## src/rtl/xcvr_pkg.sv

```systemverilog
package xcvr_pkg;
  localparam int unsigned XCVR_W = 8;

  typedef enum logic [1:0] {
    SRC_OFF    = 2'd0,
    SRC_LIVE   = 2'd1,
    SRC_STORED = 2'd2,
    SRC_HOLD   = 2'd3
  } src_e;
endpackage

```

## src/rtl/xcvr_cap_reg.sv

```systemverilog
module xcvr_cap_reg #(
  parameter int unsigned W = 8
) (
  input  logic         clk,
  input  logic         rst,
  input  logic         strobe,
  input  logic [W-1:0] din,
  output logic [W-1:0] q
);
  logic strobe_q;
  logic rise;

  assign rise = strobe & ~strobe_q;

  always_ff @(posedge clk) begin
    if (rst) begin
      strobe_q <= 1'b0;
      q        <= '0;
    end else begin
      strobe_q <= strobe;
      if (rise) q <= din;
    end
  end

  // a detected rising edge loads the opposite bus
  p_load_r2: assert property (@(posedge clk) disable iff (rst)
    rise |=> (q == $past(din)));

  // no rising edge, no change of stored contents
  p_keep_r4: assert property (@(posedge clk) disable iff (rst)
    !rise |=> $stable(q));
endmodule

```

## src/rtl/xcvr_sel_path.sv

```systemverilog
module xcvr_sel_path #(
  parameter int unsigned W = 8
) (
  input  logic         clk,
  input  logic         rst,
  input  logic         sel,
  input  logic [W-1:0] live,
  input  logic [W-1:0] stored,
  output logic         sel_q,
  output logic [W-1:0] dout
);
  always_ff @(posedge clk) begin
    if (rst) sel_q <= 1'b0;
    else     sel_q <= sel;
  end

  assign dout = sel_q ? stored : live;

  // the source in use is the select seen at the previous edge
  p_sel_r6: assert property (@(posedge clk) disable iff (rst)
    !$past(rst) |-> (sel_q == $past(sel)));
endmodule

```

## src/rtl/xcvr_keeper.sv

```systemverilog
module xcvr_keeper #(
  parameter int unsigned W = 8
) (
  input  logic         clk,
  input  logic         rst,
  input  logic         a_vld,
  input  logic [W-1:0] a_d,
  input  logic         b_vld,
  input  logic [W-1:0] b_d,
  output logic [W-1:0] q
);
  always_ff @(posedge clk) begin
    if (rst)        q <= '0;
    else if (a_vld) q <= a_d;
    else if (b_vld) q <= b_d;
  end

  // bus A wins when both buses are driven
  p_prio_r8: assert property (@(posedge clk) disable iff (rst)
    a_vld |=> (q == $past(a_d)));

  // with no bus driven the keeper holds
  p_idle_r9: assert property (@(posedge clk) disable iff (rst)
    (!a_vld && !b_vld) |=> $stable(q));
endmodule

```

## src/rtl/regbus_xcvr.sv

```systemverilog
module regbus_xcvr
  import xcvr_pkg::*;
#(
  parameter int unsigned W = XCVR_W
) (
  input  logic         clk,
  input  logic         rst,
  input  logic [W-1:0] a_in,
  input  logic         a_drv_vld,
  input  logic [W-1:0] b_in,
  input  logic         b_drv_vld,
  input  logic         cap_ab,
  input  logic         cap_ba,
  input  logic         oe_ab,
  input  logic         oe_ba_n,
  input  logic         sel_ab,
  input  logic         sel_ba,
  output logic [W-1:0] a_out,
  output logic         a_oe,
  output logic [W-1:0] b_out,
  output logic         b_oe
);
  logic [W-1:0] store_ab, store_ba, path_b, path_a, hold_q;
  logic         sel_ab_q, sel_ba_q;
  logic         en_b_q, en_a_q;
  logic         loop_mode;
  src_e         src_b, src_a;

  xcvr_cap_reg #(.W(W)) u_cap_ab (
    .clk(clk), .rst(rst), .strobe(cap_ab), .din(a_in), .q(store_ab));
  xcvr_cap_reg #(.W(W)) u_cap_ba (
    .clk(clk), .rst(rst), .strobe(cap_ba), .din(b_in), .q(store_ba));

  xcvr_sel_path #(.W(W)) u_path_b (
    .clk(clk), .rst(rst), .sel(sel_ab), .live(a_in), .stored(store_ab),
    .sel_q(sel_ab_q), .dout(path_b));
  xcvr_sel_path #(.W(W)) u_path_a (
    .clk(clk), .rst(rst), .sel(sel_ba), .live(b_in), .stored(store_ba),
    .sel_q(sel_ba_q), .dout(path_a));

  xcvr_keeper #(.W(W)) u_keep (
    .clk(clk), .rst(rst), .a_vld(a_drv_vld), .a_d(a_in),
    .b_vld(b_drv_vld), .b_d(b_in), .q(hold_q));

  always_ff @(posedge clk) begin
    if (rst) begin
      en_b_q <= 1'b0;
      en_a_q <= 1'b0;
    end else begin
      en_b_q <= oe_ab;
      en_a_q <= ~oe_ba_n;
    end
  end

  assign loop_mode = en_b_q & en_a_q & ~sel_ab_q & ~sel_ba_q;

  always_comb begin
    if (!en_b_q)        src_b = SRC_OFF;
    else if (loop_mode) src_b = SRC_HOLD;
    else if (sel_ab_q)  src_b = SRC_STORED;
    else                src_b = SRC_LIVE;
    if (!en_a_q)        src_a = SRC_OFF;
    else if (loop_mode) src_a = SRC_HOLD;
    else if (sel_ba_q)  src_a = SRC_STORED;
    else                src_a = SRC_LIVE;
  end

  always_comb begin
    case (src_b)
      SRC_HOLD:            b_out = hold_q;
      SRC_LIVE, SRC_STORED: b_out = path_b;
      default:             b_out = '0;
    endcase
    case (src_a)
      SRC_HOLD:            a_out = hold_q;
      SRC_LIVE, SRC_STORED: a_out = path_a;
      default:             a_out = '0;
    endcase
  end

  assign b_oe = en_b_q;
  assign a_oe = en_a_q;

  // enables follow their inputs one cycle later, with polarity
  p_oe_r7: assert property (@(posedge clk) disable iff (rst)
    !$past(rst) |-> ((b_oe == $past(oe_ab)) && (a_oe == !$past(oe_ba_n))));

  // in loop mode both buses carry the same value
  p_loop_r8: assert property (@(posedge clk) disable iff (rst)
    (a_oe && b_oe && !sel_ab_q && !sel_ba_q) |-> (a_out == b_out));
endmodule

```

## config.mk

```make
export PLATFORM = sky130hd
export DESIGN_NAME = regbus_xcvr
export DESIGN_NICKNAME = d
export VERILOG_FILES = /design/src/rtl/xcvr_pkg.sv /design/src/rtl/xcvr_cap_reg.sv /design/src/rtl/xcvr_sel_path.sv /design/src/rtl/xcvr_keeper.sv /design/src/rtl/regbus_xcvr.sv
export SDC_FILE = /design/constraint.sdc
export NUM_CORES = 1
export LEC_CHECK = 0
export CAP_MARGIN = 15
export CORE_MARGIN = 2
export CORE_UTILIZATION = 35
export CTS_BUF_LIST = sky130_fd_sc_hd__clkbuf_4
export DETAILED_ROUTE_END_ITERATION = 8
export GPL_TIMING_DRIVEN = 0
export MAX_ROUTING_LAYER = met4
export PLACE_DENSITY = 0.63
export SYNTH_ARGS = -nofsm -noshare
export SYNTH_HDL_FRONTEND = slang
export SYNTH_SLANG_ARGS = --single-unit
```

## constraint.sdc

```tcl
create_clock -name clk -period 1.9 [get_ports clk]
set_input_delay 0.38 -clock clk [delete_from_list [all_inputs] [get_ports clk]]
set_output_delay 0.38 -clock clk [all_outputs]
set_load 0.01 [all_outputs]
```

# After elaboration in Yosys (flattened, before gate mapping)
# Index checks and enable logic that the tools add are counted.
[totals]
in_bits = 26
output_inout_bits = 18
reg_bits = 30
word_cells = 40
[op_classes]
mux = 12
n_bitwise = 10
reduce_logical = 3
eq_ne = 6
[ops]
columns = ["cell", "n"]
rows = [
  ["$mux W8", 4],
  ["$pmux W8 S2", 2],
  ["$mux W2", 6],
  ["$eq A2 B2 Y1 const B", 4],
  ["$and A1 B1 Y1", 5],
  ["$not A1 Y1", 5],
  ["$eq A2 B1 Y1 const B", 2],
  ["$reduce_or A2 Y1", 2],
  ["$reduce_bool A2 Y1", 1],
]

# Longest topological paths before layout
[logic_depth]
depth_word = 8
mapped_depth = 9
ltp_nobuf = 7

# Modules after synthesis
# A second synthesis with hierarchy kept.
[hier_totals]
hier_cells = 183
area_unflattened_um2 = 1875.5
[modules_own_cells]
columns = ["module", "cells_per_inst", "area_per_inst_um2", "seq_area_each_um2", "n_inst"]
rows = [
  ["xcvr_cap_reg", 36, 396.6, 180.2, 2],
  ["regbus_xcvr", 54, 397.9, 40.0, 1],
  ["xcvr_keeper", 35, 369.1, 160.2, 1],
  ["xcvr_sel_path", 11, 157.7, 20.0, 2],
]

# Worst setup path after synthesis
# OpenSTA, ideal clock, no wires.
[synth_path]
path_type = "register -> output"
startpoint = "reg u_path_b.sel_q"
endpoint = "out a_out[0]"
required_time_ns = 1.520
setup_slack_ns = 0.051
path_buffers = 1
stages_incl_launch_ff = 8
arrival_ns = 1.469
path_cell_list = "dfxtp_1 -> buf_4 -> nor2b_2 -> o21ai_0 -> inv_1 -> ha_1 -> nand2b_1 -> o21ai_0"
[synth_via]
elab_chain_cells = 8
word_cells_on_any_way = 10
classes_between = "eq/ne: 3; mux: 3; bitwise: 3; reduce/logical: 1"
[synth_rtl]
columns = ["item", "line_no", "rtl"]
rows = [
  ["start, declared", "xcvr_sel_path.sv:9", "output logic sel_q,"],
  ["start signal, assigned", "xcvr_sel_path.sv:14", "else sel_q <= sel;"],
  ["$not A1 Y1 *", "regbus_xcvr.sv:55", "assign loop_mode = en_b_q & en_a_q & ~sel_ab_q & ~sel_ba_q;"],
  ["$and A1 B1 Y1 * (2 in a row)", "regbus_xcvr.sv:55", ""],
  ["$mux W2 *", "regbus_xcvr.sv:63", "else if (loop_mode) src_a = SRC_HOLD;"],
  ["$mux W2 *", "regbus_xcvr.sv:62", "if (!en_a_q) src_a = SRC_OFF;"],
  ["$eq A2 B1 Y1 / $eq A2 B2 Y1 (equally long branches)", "regbus_xcvr.sv:74", "case (src_a)"],
  ["$reduce_or A2 Y1", "regbus_xcvr.sv:74", ""],
  ["$pmux W8 S2 *", "regbus_xcvr.sv:74", ""],
  ["end, declared", "regbus_xcvr.sv:18", "output logic [W-1:0] a_out,"],
]
# Mark *: on every way between the ends. The rest lies on a longest branch, timed or not.

# Final worst setup path
[layout_path]
startpoint = "reg en_b_q, in the netlist b_oe"
endpoint = "out a_out[1]"
[layout_via]
elab_chain_cells = 8
word_cells_on_any_way = 10
classes_between = "eq/ne: 3; mux: 3; bitwise: 3; reduce/logical: 1"
[layout_rtl]
columns = ["item", "line_no", "rtl"]
rows = [
  ["start, declared", "regbus_xcvr.sv:25", "logic en_b_q, en_a_q;"],
  ["start signal, assigned", "regbus_xcvr.sv:47", "en_b_q <= 1'b0;"],
  ["start signal, assigned", "regbus_xcvr.sv:50", "en_b_q <= oe_ab;"],
  ["$and A1 B1 Y1 * (3 in a row)", "regbus_xcvr.sv:55", ""],
  ["$mux W2 *", "regbus_xcvr.sv:63", ""],
  ["$mux W2 *", "regbus_xcvr.sv:62", ""],
  ["$eq A2 B1 Y1 / $eq A2 B2 Y1 (equally long branches)", "regbus_xcvr.sv:74", ""],
  ["$reduce_or A2 Y1", "regbus_xcvr.sv:74", ""],
  ["$pmux W8 S2 *", "regbus_xcvr.sv:74", ""],
]
# Marked as above.

==> flow_summary.ini <==
[logic_synthesis]
synth_common_cells = mux2i_1, dfxtp_1, nor2_1
yosysSeqAreaShare_pct = 37.9
yosysMostFrequentCell = mux2i_1
async_flop_share_pct = 0
syn_nets = 199
synth_ff_type = dfxtp_1
ys_warn_count = 0
synth_area_per_cell_um2 = 9.37
muxShareOfSynthArea_pct = 32.9
synth_fa_ha_area_share_pct = 3.16
synthTopCellsByArea = dfxtp_1, mux2i_1, mux2_4, nor2_1, o21ai_0
synth_top_family_by_area = multiplexers
yosysUniqueCellTypes = 14
syn_inst = 169
synthXorXnorAreaFrac_pct = 0
netlist.area_leader.share_pct = 37.9
synth-simple-area-share_pct = 15.2
yosysTopAreaCell = dfxtp_1
synth_edf_count = 0
synth.cell_area_um2 = 1580
synth_compound_area_share_pct = 5.69
yosys_register_bits = 30

[floorplan]
die_area_um2 = 5080
fp.coreArea_um2 = 4350
die_x_um = 71.3
start_util_pct = 36.4
chipHeight_um = 71.3
pin_count = 44
rows = 24

[placed_design]
io_buffers = 40
postPlaceCellArea_um2 = 2050
place.gp.congestion = 0.790
dp_slack_ns = -0.639
hpwlAfterDp_um = 2670

[sta]
setup_slack_ns = -0.216
finalCriticalPeriod_ns = 2.12
rsz0062_at_grt = true
holdWs_ns = 0.393
hold_violations = 0
setup_viol = 16
fin_crit_sh_pct = 111
fmax_mhz = 473
worstMarginPinSlew_ns = 0.559
max_slew_margin_pct = 62.8
skew_ns = 0.00604
final_max_slew_viol_count = 0

[detailed_routing]
drt-total-wl_um = 3780
routed_via_density = 4.88
wl_met3_um = 191
vias = 1322
dr.pass1.iters = 4
drc_errors = 0
wl_per_cell_um = 13.9
drtIter0Drc = 33
dr.max_layer_used = met4
postRouteAntennaNets = 0
wl_met1_um = 1790
met2_length_um = 1730

[clock_network]
clockRootBuffer = clkbuf_4
cts_buffers = 5
worstSkewPairLatency_ns = 0.34
cts_sinks = 30
clock_path_buffers = 2
cts_tree = done
cts_htree_levels = 2
ctsHoldBuffers = 0
path_clk_slew_ns = 0.10

[cells_and_area]
drive_gt1_share_pct = 35.6
syn2layout_area_growth_pct = 39.0
stdcell_area_um2 = 2200
nets = 248
fillCellCount = 429
antenna-diode-count = 0

[critical_path]
r2r-start = u_cap_ba.strobe_q$_SDFF_PP0_
rrSetupSlack_ns = 0.90
reg2reg_depth = 4
arrival_ns = 1.74
start_kind = flop
endpoint_kind = primary output
cp_max_fo = 8
r2r_end = u_cap_ba.q[7]$_SDFFE_PP0P_
criticalPathCategory = flop to primary output
cp_data_required_time_ns = 1.52

[global_route]
gr-usage-all-layers_pct = 17.0
grt_max_degree = 11
antenna_found_initial = 0
grt_overflow = 0
grt_pass1_wl_um = 6510
grt_pass1_vias = 1419

[hold_path]
min_from = a_drv_vld
hold_path_end = u_keep.q[3]$_SDFFE_PP0P_
hp-class = input port to flop
whs_path_depth = 3

[power]
p_int_mw = 0.961
seq_power_share_pct = 51.5
ir_drop_v = 0.000351
power_switching_mw = 0.391
p_leak_nw = 0.968
pwr-share-comb_pct = 21.2
swShare_pct = 28.9
p_clk_share_pct = 27.3
p_per_area_nw_per_um2 = 614

[job]
cap_violations = 0

[outcome]
status = complete, but fails checks
failed_checks = setup timing
cell families after synthesis:
logic type / count (synthesis)
AOI/OAI and AO/OA: 18
adders and majority gates: 4
and+or+nand+nor: 54
buffers and inverters: 15
DFF: 30
muxes: 48
metal layers:
metal	GRT usage [%]	vias up
met4	5.66	0
li1	-	665
met5	-	-
met2	26.6	39
met1	21.9	610
met3	3.52	8
critical path: stages (launching register included):
cell,delay (ns)
dfxtp_2,0.34
nor2b_4,0.14
o21ai_2,0.17
inv_2,0.07
ha_4,0.27
nand2b_4,0.10
o21ai_2,0.17
buf_2,0.15
cell type report:
| type | count | area [um2] | share of cell area [%] |
|---|---|---|---|
| Multi-Input combinational cell | 124 | 1050 | 47.5 |
| Sequential cell | 30 | 606 | 27.5 |
| Tap cell | 52 | 65.1 | 2.95 |
| Inverter | 4 | 15.0 | 0.682 |
| Clock inverter | 3 | 11.3 | 0.511 |
| Timing Repair Buffer | 44 | 350 | 15.9 |
| Buffer | 9 | 71.3 | 3.24 |
| Clock buffer | 5 | 37.5 | 1.70 |
power by group through the flow:
stage                     Combinational [mW]  Clock [mW]  Sequential [mW]
after global routing                   0.315       0.406            0.701
final                                  0.286       0.369            0.696
after CTS                              0.282       0.376            0.690
after detailed placement               0.262           0            0.704
after global placement                 0.261           0            0.703
after floorplan                        0.158           0            0.699
worst max-delay path by stage:
stage / from / endpoint / slack (ns)
2_1_floorplan: u_path_b.sel_q$_SDFF_PP0_ / a_out[0] / 0.05
3_3_place_gp: u_path_a.sel_q$_SDFF_PP0_ / b_out[2] / -0.62
3_5_place_dp: u_path_a.sel_q$_SDFF_PP0_ / b_out[2] / -0.64
4_1_cts: u_path_b.sel_q$_SDFF_PP0_ / a_out[2] / -0.27
5_1_grt: b_oe$_SDFF_PP0_ / a_out[2] / -0.29
6_report: b_oe$_SDFF_PP0_ / a_out[1] / -0.22
cells in the final DEF (no fill, tap or decap), types with 3 or more instances in the layout:
cell type,instances
buf_2,16
buf_4,7
clkbuf_1,3
clkbuf_4,5
clkdlybuf4s50_1,24
clkinv_1,3
dfxtp_1,26
dfxtp_2,4
mux2_4,8
mux2i_1,40
nand2_1,7
nand2_2,9
nor2_1,25
nor2b_1,7
nor2b_4,4
o21ai_1,4
o21ai_2,14
repair_timing:
| item | CTS | global route |
|---|---|---|
| resized for setup | 104 | 31 |
| setup endpoints to repair | 16 | 16 |
| setup buffers | 3 | 1 |
| pin swaps | 0 | 18 |
through the flow:
step | utilization [%] | total power, mW | instances | TNS [ns]
2_1_floorplan | - | 0.857 | 169 | 0
5_1_grt | 50.6 | 1.42 | 271 | -4.35
3_5_place_dp | 47.1 | 0.965 | 261 | -9.64
3_3_place_gp | 47.1 | 0.964 | 261 | -9.43
4_1_cts | 48.8 | 1.35 | 272 | -4.03
6_report | 50.6 | 1.35 | 271 | -2.92
flip-flops by register name (all words and copies together) (netlist names):
register and cells:
u_keep.q 8, u_path_b.sel_q 1, u_cap_ba.strobe_q 1, u_path_a.sel_q 1, u_cap_ab.strobe_q 1, u_cap_ab.q 8
u_cap_ba.q 8, a_oe 1, b_oe 1
Note: power is estimated with default switching activity, not from simulation.
